`src/rtl/fpx_pkg.sv`:
```
package fpx_pkg;
  typedef enum logic {
    OP_ADD = 1'b0,
    OP_SUB = 1'b1
  } fpx_op_e;
endpackage

```
`src/rtl/fpx_lzc.sv`:
```
module fpx_lzc #(
  parameter int W  = 36,
  localparam int CW = $clog2(W + 1)
) (
  input  logic [W-1:0]  in_i,
  output logic [CW-1:0] cnt_o
);
  // highest set bit wins: later iterations overwrite
  always_comb begin
    cnt_o = CW'(W);
    for (int i = 0; i < W; i++) begin
      if (in_i[i]) cnt_o = CW'(W - 1 - i);
    end
  end
endmodule

```
`src/rtl/fpx_align.sv`:
```
module fpx_align
  import fpx_pkg::*;
#(
  parameter int EXP_W  = 11,
  parameter int FRAC_W = 36,
  localparam int W = 1 + EXP_W + FRAC_W
) (
  input  logic [W-1:0]      opa_i,
  input  logic [W-1:0]      opb_i,
  input  fpx_op_e           op_i,
  output logic              sign_o,
  output logic [EXP_W-1:0]  exp_o,
  output logic [FRAC_W:0]   mag_o,
  output logic              both_zero_o
);
  logic              sa, sb;
  logic [EXP_W-1:0]  ea, eb;
  logic [FRAC_W-1:0] fa, fb;
  logic              za, zb, a_big;
  logic              s_big, s_sml;
  logic [EXP_W-1:0]  e_big, e_sml, diff;
  logic [FRAC_W-1:0] f_big, f_sml, f_sh;

  assign sa = opa_i[W-1];
  assign sb = opb_i[W-1] ^ (op_i == OP_SUB);
  assign ea = opa_i[W-2:FRAC_W];
  assign eb = opb_i[W-2:FRAC_W];
  assign fa = opa_i[FRAC_W-1:0];
  assign fb = opb_i[FRAC_W-1:0];
  assign za = (fa == '0);
  assign zb = (fb == '0);

  // a zero-fraction operand never wins the exponent compare
  assign a_big = zb || (!za && (ea >= eb));

  assign s_big = a_big ? sa : sb;
  assign s_sml = a_big ? sb : sa;
  assign e_big = a_big ? ea : eb;
  assign e_sml = a_big ? eb : ea;
  assign f_big = a_big ? fa : fb;
  assign f_sml = a_big ? fb : fa;
  assign diff  = e_big - e_sml;
  assign f_sh  = f_sml >> diff;

  always_comb begin
    sign_o = s_big;
    if (s_big == s_sml) begin
      mag_o = {1'b0, f_big} + {1'b0, f_sh};
    end else if (f_big >= f_sh) begin
      mag_o = {1'b0, f_big - f_sh};
    end else begin
      mag_o  = {1'b0, f_sh - f_big};
      sign_o = s_sml;
    end
  end

  assign exp_o       = e_big;
  assign both_zero_o = za && zb;
endmodule

```
`src/rtl/fpx_norm.sv`:
```
module fpx_norm #(
  parameter int EXP_W  = 11,
  parameter int FRAC_W = 36,
  localparam int W  = 1 + EXP_W + FRAC_W,
  localparam int CW = $clog2(FRAC_W + 1)
) (
  input  logic              sign_i,
  input  logic [EXP_W-1:0]  exp_i,
  input  logic [FRAC_W:0]   mag_i,
  input  logic              both_zero_i,
  output logic [W-1:0]      res_o,
  output logic              ovf_o,
  output logic              unf_o
);
  logic [CW-1:0]     lz;
  logic [EXP_W:0]    exp_ext, lz_ext, exp_inc, exp_dec;
  logic [FRAC_W-1:0] frac_sh;

  fpx_lzc #(.W(FRAC_W)) lzc_i (
    .in_i  (mag_i[FRAC_W-1:0]),
    .cnt_o (lz)
  );

  assign exp_ext = {1'b0, exp_i};
  assign lz_ext  = (EXP_W + 1)'(lz);
  assign exp_inc = exp_ext + 1'b1;
  assign exp_dec = exp_ext - lz_ext;
  assign frac_sh = mag_i[FRAC_W-1:0] << lz;

  always_comb begin
    res_o = '0;
    ovf_o = 1'b0;
    unf_o = 1'b0;
    if (mag_i == '0) begin
      unf_o = !both_zero_i;
    end else if (mag_i[FRAC_W]) begin
      if (exp_inc[EXP_W]) begin
        ovf_o = 1'b1;
        res_o = {sign_i, {EXP_W{1'b1}}, {FRAC_W{1'b1}}};
      end else begin
        res_o = {sign_i, exp_inc[EXP_W-1:0], mag_i[FRAC_W:1]};
      end
    end else if (lz_ext > exp_ext) begin
      unf_o = 1'b1;
    end else begin
      res_o = {sign_i, exp_dec[EXP_W-1:0], frac_sh};
    end
  end
endmodule

```
`src/rtl/fpx_addsub.sv`:
```
module fpx_addsub
  import fpx_pkg::*;
#(
  parameter int EXP_W  = 11,
  parameter int FRAC_W = 36,
  localparam int W = 1 + EXP_W + FRAC_W
) (
  input  logic         clk_i,
  input  logic         rst_ni,
  input  logic         in_valid_i,
  output logic         in_ready_o,
  input  logic         op_sub_i,
  input  logic [W-1:0] opa_i,
  input  logic [W-1:0] opb_i,
  output logic         out_valid_o,
  input  logic         out_ready_i,
  output logic [W-1:0] res_o,
  output logic         ovf_o,
  output logic         unf_o
);
  logic              al_sign, al_bz;
  logic [EXP_W-1:0]  al_exp;
  logic [FRAC_W:0]   al_mag;

  logic              s1_v, s1_sign, s1_bz;
  logic [EXP_W-1:0]  s1_exp;
  logic [FRAC_W:0]   s1_mag;

  logic [W-1:0]      nm_res;
  logic              nm_ovf, nm_unf;
  logic              out_v, out_adv, s1_rdy;

  fpx_align #(.EXP_W(EXP_W), .FRAC_W(FRAC_W)) align_i (
    .opa_i       (opa_i),
    .opb_i       (opb_i),
    .op_i        (fpx_op_e'(op_sub_i)),
    .sign_o      (al_sign),
    .exp_o       (al_exp),
    .mag_o       (al_mag),
    .both_zero_o (al_bz)
  );

  fpx_norm #(.EXP_W(EXP_W), .FRAC_W(FRAC_W)) norm_i (
    .sign_i      (s1_sign),
    .exp_i       (s1_exp),
    .mag_i       (s1_mag),
    .both_zero_i (s1_bz),
    .res_o       (nm_res),
    .ovf_o       (nm_ovf),
    .unf_o       (nm_unf)
  );

  assign out_adv    = !out_v || out_ready_i;
  assign s1_rdy     = !s1_v || out_adv;
  assign in_ready_o = s1_rdy;

  always_ff @(posedge clk_i or negedge rst_ni) begin
    if (!rst_ni) begin
      s1_v    <= 1'b0;
      s1_sign <= 1'b0;
      s1_exp  <= '0;
      s1_mag  <= '0;
      s1_bz   <= 1'b0;
    end else if (s1_rdy) begin
      s1_v <= in_valid_i;
      if (in_valid_i) begin
        s1_sign <= al_sign;
        s1_exp  <= al_exp;
        s1_mag  <= al_mag;
        s1_bz   <= al_bz;
      end
    end
  end

  always_ff @(posedge clk_i or negedge rst_ni) begin
    if (!rst_ni) begin
      out_v <= 1'b0;
      res_o <= '0;
      ovf_o <= 1'b0;
      unf_o <= 1'b0;
    end else if (out_adv) begin
      out_v <= s1_v;
      if (s1_v) begin
        res_o <= nm_res;
        ovf_o <= nm_ovf;
        unf_o <= nm_unf;
      end
    end
  end

  assign out_valid_o = out_v;
endmodule

```
`config.mk`:
```
export PLATFORM = sky130hd
export DESIGN_NAME = fpx_addsub
export DESIGN_NICKNAME = d
export VERILOG_FILES = /design/src/rtl/fpx_pkg.sv /design/src/rtl/fpx_lzc.sv /design/src/rtl/fpx_align.sv /design/src/rtl/fpx_norm.sv /design/src/rtl/fpx_addsub.sv
export SDC_FILE = /design/constraint.sdc
export NUM_CORES = 1
export LEC_CHECK = 0
export BUFFER_PORTS_ARGS = -buffer_cell sky130_fd_sc_hd__buf_2
export CORE_MARGIN = 4
export CORE_UTILIZATION = 40
export CTS_CLUSTER_SIZE = 28
export DETAILED_ROUTE_END_ITERATION = 10
export PLACE_DENSITY = 0.63
export REMOVE_ABC_BUFFERS = 1
export SYNTH_ARGS = -nofsm -noshare
export SYNTH_HDL_FRONTEND = slang
export SYNTH_SLANG_ARGS = --single-unit
```
`constraint.sdc`:
```
create_clock -name clk_i -period 5.95 [get_ports clk_i]
set_clock_uncertainty 0.2 [all_clocks]
set_input_delay 0.8925 -clock clk_i [delete_from_list [all_inputs] [get_ports clk_i]]
set_output_delay 0.8925 -clock clk_i [all_outputs]
set_load 0.005 [all_outputs]
```
### Yosys cells after proc, flatten, opt, wreduce, memory -nomap -nowiden

Index checks and enable logic that the tools add are counted.

| word-level totals | value |
|---|---|
| bits in registers | 102 |
| input port bits | 101 |
| output and inout port bits | 52 |

| operators by class | value |
|---|---|
| $add $sub $neg | 6 |
| order comparisons | 3 |
| equality and inequality tests | 1 |
| shift operators | 2 |
| mux-type cells | 56 |
| bitwise logic cells | 1 |
| reductions and logical operators | 14 |

Operators by type and width:

| kind | number |
|---|---|
| $mux 6 | 35 |
| $mux 48 | 3 |
| $mux 36 | 3 |
| $logic_not 36->1 | 2 |
| $sub 36x36->36 | 2 |
| $mux 47 | 1 |
| $add 36x36->37 | 1 |
| $logic_not 37->1 | 1 |
| $mux 37 | 1 |
| $ge 36x36->1 | 1 |
| $shl 36x6->36 | 1 |
| $shr 36x11->36 | 1 |
| $mux 11 | 2 |
| $add 11x1->12 const B | 1 |
| $ge 11x11->1 | 1 |
| $gt 6x11->1 | 1 |
| $sub 11x11->11 | 1 |
| $sub 11x6->11 | 1 |
| $mux 1 | 10 |
| $logic_not 1->1 | 4 |
| $reduce_and 2->1 | 2 |
| $logic_or 1x1->1 | 3 |
| $mux 3 | 1 |
| $logic_and 1x1->1 | 2 |
| 2 further kinds | 2 |

### Longest topological paths before layout

Gate-level depths: netlist of run 1.

| logic depth | value |
|---|---|
| depth in word-level cells | 40 |
| mapped depth | 40 |

### Modules after synthesis

From an unflattened synthesis of run 1, not the netlist that was laid out.

| second synthesis, totals | value |
|---|---|
| cells, all modules | 2,314 |
| area total of the unflattened synthesis | 18,122.4 µm² |

Modules (own cells, without submodules):

| module | times used | cells each | area each (µm²) | seq. area each (µm²) |
|---|---|---|---|---|
| fpx_align | 1 | 1,534 | 10,266.1 | 0.0 |
| fpx_addsub | 1 | 218 | 4,053.9 | 2,552.4 |
| fpx_norm | 1 | 487 | 3,395.8 | 0.0 |
| fpx_lzc | 1 | 75 | 406.6 | 0.0 |

### Worst setup path before layout of run 1

No wires, ideal clock.

| timing | value |
|---|---|
| path kind | input to register |
| from | input opb_i[39] |
| to | register s1_mag[32] |
| arrival | 8.707 ns |
| required time | 5.600 ns |
| path slack | -3.107 ns |
| stages | 38 |
| buffers on the path | 8 |
| cells stage by stage | inv_1 -> ha_1 -> clkbuf_2 -> nand2_1 -> a211oi_1 -> o21ai_1 -> a21oi_2 -> nor2_2 -> buf_2 -> clkbuf_1 -> clkbuf_1 -> nor2_1 -> a21oi_1 -> ha_1 -> clkbuf_1 -> clkinv_1 -> clkbuf_1 -> mux2i_1 -> [2 not listed] -> nand2_1 -> and3_1 -> o21a_1 -> ha_1 -> buf_2 -> or4b_1 -> o21bai_1 -> a31oi_1 -> a2111oi_0 -> a21oi_1 -> a221oi_1 -> o211ai_2 -> buf_4 -> mux2i_1 -> o2111ai_1 -> a21oi_1 -> mux2i_1 -> o311ai_0 |

| on the way | value |
|---|---|
| word-level cells in the longest chain between the ends | 9 |
| elaborated cells on any way between the ends | 18 |
| classes of those cells | add/sub (4); order compare (2); eq/ne (1); shift (1); mux (8); reduce/logical (2) |

Ends and longest elaborated chain:

| what | RTL line | RTL |
|---|---|---|
| start, declared | fpx_addsub.sv:14 | `input logic [W-1:0] opb_i,` |
| $ge 11x11->1 | fpx_align.sv:34 | `assign a_big = zb \|\| (!za && (ea >= eb));` |
| $logic_and 1x1->1 | fpx_align.sv:34 |  |
| $logic_or 1x1->1 | fpx_align.sv:34 |  |
| $mux 11 (on tied branches) | fpx_align.sv:38, fpx_align.sv:39 |  |
| $sub 11x11->11 | fpx_align.sv:42 | `assign diff = e_big - e_sml;` |
| $shr 36x11->36 | fpx_align.sv:43 | `assign f_sh = f_sml >> diff;` |
| $sub 36x36->36 (tied with other cells) | fpx_align.sv:52 | `mag_o = {1'b0, f_sh - f_big};` |
| $mux 36 | fpx_align.sv:49 | `end else if (f_big >= f_sh) begin` |
| $mux 37 (*) | fpx_align.sv:47 | `if (s_big == s_sml) begin` |
| end signal, assigned | fpx_addsub.sv:69 | `s1_mag <= al_mag;` |
| end, declared | fpx_addsub.sv:27 | `logic [FRAC_W:0] s1_mag;` |

Every way passes the cells marked *; elsewhere a longest branch is shown, timed or not.
A chain may end at the register's enable or synchronous reset.

### Worst setup path in the final report of run 1

| timing | value |
|---|---|
| from | input opa_i[35] |
| to | register s1_mag[6] |

| on the way | value |
|---|---|
| word-level cells in the longest chain between the ends | 10 |
| elaborated cells on any way between the ends | 19 |
| classes of those cells | add/sub (4); order compare (1); eq/ne (1); shift (1); mux (8); reduce/logical (4) |

Ends and longest elaborated chain:

| what | RTL line | RTL |
|---|---|---|
| start, declared | fpx_addsub.sv:13 | `input logic [W-1:0] opa_i,` |
| $logic_not 36->1 | fpx_align.sv:30 | `assign za = (fa == '0);` |
| $logic_not 1->1 | fpx_align.sv:34 |  |
| $logic_and 1x1->1 | fpx_align.sv:34 |  |
| $logic_or 1x1->1 | fpx_align.sv:34 |  |
| $mux 11 (on tied branches) | fpx_align.sv:38, fpx_align.sv:39 |  |
| $sub 11x11->11 | fpx_align.sv:42 |  |
| $shr 36x11->36 | fpx_align.sv:43 |  |
| $sub 36x36->36 (tied with other cells) | fpx_align.sv:52 |  |
| $mux 36 | fpx_align.sv:49 |  |
| $mux 37 (*) | fpx_align.sv:47 |  |

Marked as above.

==> parameters.txt, run 1 <==
Parameter                              Value

GRT
  Global-route wire length before repair ... 117 mm
  Initial antenna violation count ... 1
  GR Overflow Total ... 0
  Vias in the first global route ... roughly 21000
  Largest net degree at the start of global routing ... a little over 70
  GR Util All Layers ... 31.1%

Detailed routing
  Wirelength per Cell ... 20.5 um
  Average vias per placed instance ... roughly 5.7
  Final antenna-violating net count ... 0
  DRC viols ... 0
  Total wirelength of the detailed-routed design ... 75.0 mm
  Total number of vias ... between 20000 and 25000
  Initial drt markers ... 1392
  Total iterations of the first detailed-routing run ... 6

Worst setup path
  Largest driver fanout on the critical path ... 16
  Kind of cell adding the most delay to the critical path ... compound AO/OA/AOI/OAI gates
  Critical path start-end classification ... in2reg
  Peak per-stage delay on the critical path ... about 0.54 ns
  Kind of launch point of the worst setup path ... input pin
  Standard cell with the maximum stage delay on the critical path ... sky130_fd_sc_hd__or4b_4
  Required time of the critical path ... 6.03 ns
  CP Capture Type ... flop
  Arrival time of data at the critical path endpoint ... 7.76 ns
  Worst path most repeated cell ... sky130_fd_sc_hd__buf_6
  CP Buf/Inv Count ... 9

Clock network
  Clock root buffer ... sky130_fd_sc_hd__clkbuf_16
  CTS tree ... done
  Buffer depth of the longest clock path ... 2
  Register clock-pin slew on the reported worst setup and hold paths ... around 0.080 ns
  Inserted Clock Buffers ... 9
  Level count of the clock H-tree ... 3
  Number of clock sinks ... 102
  Clk_lat worst skew ... 0.38 ns

Timing
  Max-slew violation count ... 0
  Fin crit period ... roughly 7.7 ns
  Post-layout worst setup margin ... -1.73 ns
  Pin slew with the least headroom to its limit ... 0.920 ns
  Max transition margin ... 38.2%
  RSZ-0062 raised after global routing ... true
  Final worst-path cycle share ... 129%
  Final Hold Violating Endpoints ... 0
  Final hold slack ... 0.229 ns
  Fmax ... between 0.1 and 0.15 GHz
  Setup violation total in the final timing report ... 37

Placed design
  RD Place Congestion ... between 1 and 1.5
  Count of port buffers added during placement ... 152
  Post-Place Cells ... 3567
  Place WS ... -3.10 ns
  Total placed instance area ... 22900 um^2
  HPWL reported at the end of detailed placement ... 60.5 mm

Floorplanning
  Die span in y ... 215 um
  Area enclosed by the die boundary ... between 40000 and 50000 um^2
  Width of the die ... between 200 and 250 um
  Initial cell density of the core ... 40.7%
  Floorplan Core Area ... 42200 um^2
  I/O pin count ... 153
  Number of placement rows ... 75

Synthesis
  Mapped Avg Cell Area ... 7.14 um^2
  Number of flops mapped to enable cells by yosys ... 0
  Number of unique standard cell types used by synthesis ... 100
  #FFs+latches synth ... 102
  Share of async-settable or async-resettable flops after synthesis ... 100%
  Synth warn ... 0
  Most common flop cell mapped by yosys ... sky130_fd_sc_hd__dfrtp_1
  Sequential element share of the synthesized area ... 14.9%
  Synthesized instance count ... 2406
  Syn Std Cell Area ... around 17000 um^2

Finish
  Fill cell count ... 3930
  Fraction of final layout cells sized beyond drive strength 1 ... 36.2%
  Number of nets in the finished design ... 3351
  Area growth syn-to-layout ... 45.9%
  Final non-filler cell total ... 3664
  Ant diodes ... 0
  Finished Cell Area ... 25100 um^2

Worst hold path
  Tightest Hold Check Type ... in2async

Status
  Result of the run ... finished, violations left
  Violated checks ... setup timing

Power
  Worst-case vdd ir drop ... 0.000199 V
  Static leakage power ... approximately 12 nW
  Power density over cell area ... 294 nW/um^2
  Overall Power ... roughly 7.4 mW

Job
  Max-capacitance violation count ... 0
[layout by cell type (no fill, tap or decap), drive strengths merged, types with 46 or more instances in the layout]
cell type	count
buf	870
nand2	347
nor2	229
o21ai	217
mux2i	199
a21oi	178
ha	126
inv	124
dfrtp	102
nand3	58
xnor2	46
[cells in the mapped netlist (6+ instances only)]
library cell,n,area (um^2)
sky130_fd_sc_hd__nor3_1,38,190
sky130_fd_sc_hd__o2bb2ai_1,6,52.6
sky130_fd_sc_hd__nor2b_1,20,125
sky130_fd_sc_hd__o221ai_1,15,131
sky130_fd_sc_hd__nand3_1,55,275
sky130_fd_sc_hd__nor2_1,227,852
sky130_fd_sc_hd__o211ai_1,19,143
sky130_fd_sc_hd__o31ai_1,21,158
sky130_fd_sc_hd__buf_4,8,60.1
sky130_fd_sc_hd__or3_1,24,150
sky130_fd_sc_hd__o21a_1,22,165
sky130_fd_sc_hd__and3_1,25,156
sky130_fd_sc_hd__a211oi_1,28,210
sky130_fd_sc_hd__xor2_1,9,78.8
sky130_fd_sc_hd__ha_1,126,1580
sky130_fd_sc_hd__clkbuf_1,110,413
sky130_fd_sc_hd__o21bai_1,28,210
sky130_fd_sc_hd__a22oi_1,11,82.6
sky130_fd_sc_hd__buf_2,29,145
sky130_fd_sc_hd__xnor2_1,45,394
sky130_fd_sc_hd__a21boi_0,7,52.6
sky130_fd_sc_hd__inv_1,116,435
sky130_fd_sc_hd__or2_2,7,43.8
sky130_fd_sc_hd__mux2i_1,199,1990
sky130_fd_sc_hd__a21oi_1,175,876
sky130_fd_sc_hd__o21ai_0,211,1060
sky130_fd_sc_hd__a211o_1,6,52.6
sky130_fd_sc_hd__a21o_1,26,195
sky130_fd_sc_hd__o41ai_1,6,52.6
sky130_fd_sc_hd__o22ai_1,14,87.6
sky130_fd_sc_hd__a221oi_1,9,78.8
sky130_fd_sc_hd__and2_1,20,125
sky130_fd_sc_hd__nand2_1,347,1300
sky130_fd_sc_hd__mux4_2,22,495
sky130_fd_sc_hd__a31oi_1,27,169
sky130_fd_sc_hd__o311ai_0,10,87.6
sky130_fd_sc_hd__nor4_1,39,244
sky130_fd_sc_hd__buf_1,17,63.8
sky130_fd_sc_hd__mux2_2,17,191
sky130_fd_sc_hd__nand4_1,10,62.6
sky130_fd_sc_hd__dfrtp_1,102,2550
sky130_fd_sc_hd__nand2b_1,27,169
sky130_fd_sc_hd__o21ai_1,6,30.0
[power breakdown]
| group | internal, mW | switching, mW | leakage, nW |
|---|---|---|---|
| clock | 0.289 | 0.293 | 0.139 |
| combinational | 2.50 | 3.02 | 10.7 |
| sequential | 0.928 | 0.339 | 1.27 |
| total | 3.72 | 3.65 | 12.1 |
[registers in the layout, summed over array words and instances (netlist names)]
signal,count
res_o,48
unf_o,1
s1_v,1
out_valid_o,1
s1_mag,37
ovf_o,1
s1_exp,11
s1_sign,1
s1_bz,1
[logic make-up after synthesis]
group                      synth area share, %
buffers and inverters                     6.93
xor gates and xnor gates                  2.85
muxes                                     15.6
DFF                                       14.9
adders and majority gates                 9.64
AOI/OAI and AO/OA                         27.0
and+or+nand+nor                           23.1
[per-stage QoR]
stage / util, % / setup TNS [ns]
floorplan: - / -215.31
global placement: 54.1 / -103.39
finish: 59.4 / -55.87
CTS: 58.7 / -51.05
global route: 59.4 / -68.08
detailed placement: 54.1 / -105.75
[path summary, 6_finish.rpt]
check / start / endpoint / slack, ns / depth (start not counted)
setup reg to reg: s1_mag[3] / res_o[1] / 0.90 / 17
hold / removal: rst_ni / out_valid_o / 0.23 / 1
max in group asynchronous: rst_ni / s1_mag[1] / 4.03 / 2
setup / recovery: opa_i[35] / s1_mag[6] / -1.73 / 34
min in group clk_i: res_o[5] / res_o[5] / 0.28 / 2
hold reg to reg: res_o[5] / res_o[5] / 0.28 / 2
[repair_timing]
item,4_1_cts,5_1_grt
pin swaps,94,32
setup endpoints to repair,37,37
buffers inserted,72,7
cloned,4,1
gates resized for setup,244,45
hold buffers,0,0
[metal layers]
metal | routed length (um) | part of all wire, % | GRT usage [%]
met5 | 0 | 0 | 0
met2 | 35500 | 47 | 53.5
met1 | 31900 | 43 | 39.6
met4 | 4140 | 5.5 | 14.3
met3 | 3510 | 4.7 | 2.80
[final cells by class]
cell class	instances	area (um^2)	share of cell area [%]
Sequential cell	102	2550	10.2
Clock inverter	7	55.1	0.220
Timing Repair Buffer	871	6510	26.0
Clock buffer	9	225	0.898
Inverter	122	463	1.85
Multi-Input combinational cell	2014	14600	58.2
Tap cell	539	674	2.69
No activity file was read; power rests on OpenSTA's default activity.
==> inputs of run 2 (changes only) <==
--- a/config.mk
+++ b/config.mk
@@ -7,11 +7,12 @@
 export LEC_CHECK = 0
 export BUFFER_PORTS_ARGS = -buffer_cell sky130_fd_sc_hd__buf_2
 export CORE_MARGIN = 4
-export CORE_UTILIZATION = 40
+export CORE_UTILIZATION = 45
 export CTS_CLUSTER_SIZE = 28
 export DETAILED_ROUTE_END_ITERATION = 10
-export PLACE_DENSITY = 0.63
+export PLACE_DENSITY = 0.69
 export REMOVE_ABC_BUFFERS = 1
 export SYNTH_ARGS = -nofsm -noshare
 export SYNTH_HDL_FRONTEND = slang
+export SYNTH_HIERARCHICAL = 1
 export SYNTH_SLANG_ARGS = --single-unit
==> parameters.txt, run 2 <==
Parameter                              Value

Detailed routing
  Total iterations of the first detailed-routing run ... 6 (unchanged)
  Final antenna-violating net count ... 0 (unchanged)
  DRC viols ... 0 (unchanged)
  Wirelength per Cell ... 22.1 um (was 20.5 um)
  Average vias per placed instance ... 5.96 (was 5.72)
  Initial drt markers ... 1788 (was 1392)
  Total wirelength of the detailed-routed design ... 81.0 mm (was 75.0 mm)
  Total number of vias ... 21800 (was 21000)

Worst setup path
  Critical path start-end classification ... in2reg (unchanged)
  Standard cell with the maximum stage delay on the critical path ... sky130_fd_sc_hd__or4_4 (was sky130_fd_sc_hd__or4b_4)
  Peak per-stage delay on the critical path ... 0.43 ns (was 0.54 ns)
  Arrival time of data at the critical path endpoint ... 8.57 ns (was 7.76 ns)
  Kind of launch point of the worst setup path ... input pin (unchanged)
  CP Capture Type ... flop (unchanged)
  Required time of the critical path ... 6.02 ns (was 6.03 ns)
  Largest driver fanout on the critical path ... 7 (was 16)
  CP Buf/Inv Count ... 9 (unchanged)
  Kind of cell adding the most delay to the critical path ... compound AO/OA/AOI/OAI gates (unchanged)

Synthesis
  Syn Std Cell Area ... 18100 um^2 (was 17200 um^2)
  Ranking of synthesized cells by instance count ... sky130_fd_sc_hd__nand2_1 (259), sky130_fd_sc_hd__nor2_1 (205), sky130_fd_sc_hd__a21oi_1 (188) (was sky130_fd_sc_hd__nand2_1 (347), sky130_fd_sc_hd__nor2_1 (227), sky130_fd_sc_hd__o21ai_0 (211))
  Top-area cell type share of the netlist area ... 14.1% (was 14.9%)
  Mapped Avg Cell Area ... 7.83 um^2 (was 7.14 um^2)
  Leading area contributor after synthesis ... sky130_fd_sc_hd__dfrtp_1 (unchanged)
  #FFs+latches synth ... 102 (unchanged)
  Synth warn ... 6 (was 0)
  Sequential element share of the synthesized area ... 14.1% (was 14.9%)
  Most common flop cell mapped by yosys ... sky130_fd_sc_hd__dfrtp_1 (unchanged)
  Leading post-synthesis cells by cell area ... sky130_fd_sc_hd__dfrtp_1 (14%), sky130_fd_sc_hd__ha_1 (8.7%), sky130_fd_sc_hd__mux2i_1 (7.3%), sky130_fd_sc_hd__mux2_2 (5.5%), sky130_fd_sc_hd__nand2_1 (5.4%) (was sky130_fd_sc_hd__dfrtp_1 (15%), sky130_fd_sc_hd__mux2i_1 (12%), sky130_fd_sc_hd__ha_1 (9.2%), sky130_fd_sc_hd__nand2_1 (7.6%), sky130_fd_sc_hd__o21ai_0 (6.1%))
  Synthesized instance count ... 2314 (was 2406)
  Number of unique standard cell types used by synthesis ... 107 (was 100)
  Number of flops mapped to enable cells by yosys ... 0 (unchanged)
  Most instantiated library cell after synthesis ... sky130_fd_sc_hd__nand2_1 (unchanged)
  Share of async-settable or async-resettable flops after synthesis ... 100% (unchanged)

Floorplanning
  Width of the die ... 209 um (was 215 um)
  Initial cell density of the core ... 45.6% (was 40.7%)
  Area enclosed by the die boundary ... 43500 um^2 (was 46300 um^2)
  Number of placement rows ... 73 (was 75)
  Floorplan Core Area ... 39700 um^2 (was 42200 um^2)
  Die span in y ... 209 um (was 215 um)
  I/O pin count ... 153 (unchanged)

Timing
  Final Hold Violating Endpoints ... 0 (unchanged)
  RSZ-0062 raised after global routing ... true (unchanged)
  Fmax ... 0.118 GHz (was 0.130 GHz)
  Pin slew with the least headroom to its limit ... 1.19 ns (was 0.920 ns)
  Final hold slack ... 0.300 ns (was 0.229 ns)
  Post-layout worst setup margin ... -2.55 ns (was -1.73 ns)
  Setup violation total in the final timing report ... 37 (unchanged)
  Fin crit period ... 8.50 ns (was 7.68 ns)
  Final worst-path cycle share ... 143% (was 129%)
  Max transition margin ... 20.3% (was 38.2%)
  Max-slew violation count ... 0 (unchanged)

Clock network
  Buffer depth of the longest clock path ... 2 (unchanged)
  Number of clock sinks ... 102 (unchanged)
  Clk_lat worst skew ... 0.38 ns (about the same)
  Register clock-pin slew on the reported worst setup and hold paths ... 0.08 ns (about the same)
  Level count of the clock H-tree ... 3 (unchanged)
  Post-CTS Hold Buffers ... 0 (unchanged)
  Clock root buffer ... sky130_fd_sc_hd__clkbuf_16 (unchanged)
  CTS tree ... done (unchanged)
  Inserted Clock Buffers ... 9 (unchanged)

Finish
  Fraction of final layout cells sized beyond drive strength 1 ... 44.5% (was 36.2%)
  Area growth syn-to-layout ... 48.6% (was 45.9%)
  Number of flip-flops under the largest register name ... 48 (unchanged)
  Area occupied by registers ... 2550 um^2 (unchanged)
  Most used cells in the layout excluding fill and tap cells ... sky130_fd_sc_hd__buf_4 (744), sky130_fd_sc_hd__nand2_1 (249), sky130_fd_sc_hd__nor2_1 (200) (was sky130_fd_sc_hd__buf_4 (676), sky130_fd_sc_hd__nand2_1 (342), sky130_fd_sc_hd__nor2_1 (219))
  Register with the most flip-flops ... res_o (unchanged)
  Ant diodes ... 0 (unchanged)
  Largest registers ranked by flip-flop count ... res_o (48), s1_mag (37), s1_exp (11) (unchanged)
  Fill cell count ... 3308 (was 3930)
  Most common library cell in the layout ignoring fill and taps ... sky130_fd_sc_hd__buf_4 (unchanged)
  Number of nets in the finished design ... 3357 (was 3351)
  Fraction of the core area covered by cells at the end of the flow ... 67.8% (was 59.4%)
  Area taken by multi-input logic gates ... 15800 um^2 (was 14600 um^2)

Power
  Static leakage power ... 12.9 nW (was 12.1 nW)
  Worst-case vdd ir drop ... 0.000192 V (was 0.000199 V)
  Power density over cell area ... 345 nW/um^2 (was 294 nW/um^2)

Placed design
  HPWL reported at the end of detailed placement ... 64.1 mm (was 60.5 mm)
  Count of port buffers added during placement ... 152 (unchanged)
  RD Place Congestion ... 0.995 (was 1.01)
  Place WS ... -3.76 ns (was -3.10 ns)

GRT
  Global-route wire length before repair ... 123 mm (was 117 mm)
  Largest net degree at the start of global routing ... 61 (was 72)
  Vias in the first global route ... 21600 (was 21000)
  GR Overflow Total ... 0 (unchanged)
  GR Util All Layers ... 35.1% (was 31.1%)
  Initial antenna violation count ... 0 (was 1)

Status
  Result of the run ... finished, violations left (unchanged)
  Violated checks ... setup timing (unchanged)

Job
  Max-capacitance violation count ... 0 (unchanged)

Worst hold path
  Tightest Hold Check Type ... reg2reg (was in2async)
run 2: cell count changes after synthesis, sizes merged, moves of 16 or more:
cell | before | now
a21o | 26 | 51
clkbuf | 111 | 85
mux2 | 17 | 140
mux2i | 199 | 133
mux4 | 22 | 40
nand2 | 347 | 264
nand4 | 10 | 26
nor2 | 229 | 207
nor3 | 39 | 67
o21ai | 217 | 116
run 2: logic make-up after synthesis:
family,Yosys count,synth area share (%)
and+or+nand+nor,779,20.4
AOI/OAI and AO/OA,654,24.3
muxes,313,22.1
buffers and inverters,277,6.95
adders and majority gates,130,9.14
DFF,102,14.1
xor gates and xnor gates,59,3.00
run 2: path summary, 6_finish.rpt:
kind / depth (start not counted) / slack [ns] / end / start
setup / recovery: 42 / -2.55 / s1_mag[18] / opb_i[45]
max in group asynchronous: 2 / 4.07 / res_o[22] / rst_ni
hold reg to reg: 1 / 0.30 / res_o[17] / res_o[17]
hold / removal: 1 / 0.30 / res_o[17] / res_o[17]
min in group asynchronous: 1 / 0.38 / ovf_o / rst_ni
setup reg to reg: 14 / 0.86 / res_o[30] / s1_mag[9]
run 2: cell type report:
type | count | area share [%]
clock buffer | 9 | 0.836
clock inverter | 7 | 0.288
inverter | 125 | 1.76
multi-input combinational | 1936 | 58.8
sequential | 102 | 9.48
tap | 525 | 2.44
timing repair buffer | 952 | 26.4
run 2: stage by stage:
stage | total power, mW | instances | area, um^2 | setup TNS, ns
3_3_place_gp | 7.83 | 3546 | 24300 | -117.35
4_1_cts | 8.90 | 3609 | 25900 | -86.82
5_1_grt | 9.82 | 3656 | 26900 | -97.26
2_1_floorplan | 5.18 | 2162 | 17300 | -252.97
3_5_place_dp | 7.90 | 3546 | 24300 | -130.29
6_report | 9.30 | 3656 | 26900 | -88.18
run 2: repair_timing:
action	in CTS	in global routing
resized for setup	200	125
buffers inserted	48	53
endpoints found under the setup margin	37	38
pin swaps	107	100
gates cloned	2	0
run 2: metal layers:
layer	vias to the layer above	part of all wire, %	track usage, %	wire length, um
li1	10100	-	-	-
met1	10500	41	45.4	33300
met2	987	46	57.2	37200
met3	209	7.6	6.19	6150
met4	0	5.3	16.6	4310
met5	-	0	0	0
run 2: report_power, final:
part | leakage (nW) | internal [mW] | total, mW | switching [mW]
combinational | 11.5 | 3.49 | 7.13 | 3.64
clock | 0.152 | 0.332 | 0.635 | 0.304
sequential | 1.22 | 1.00 | 1.54 | 0.541
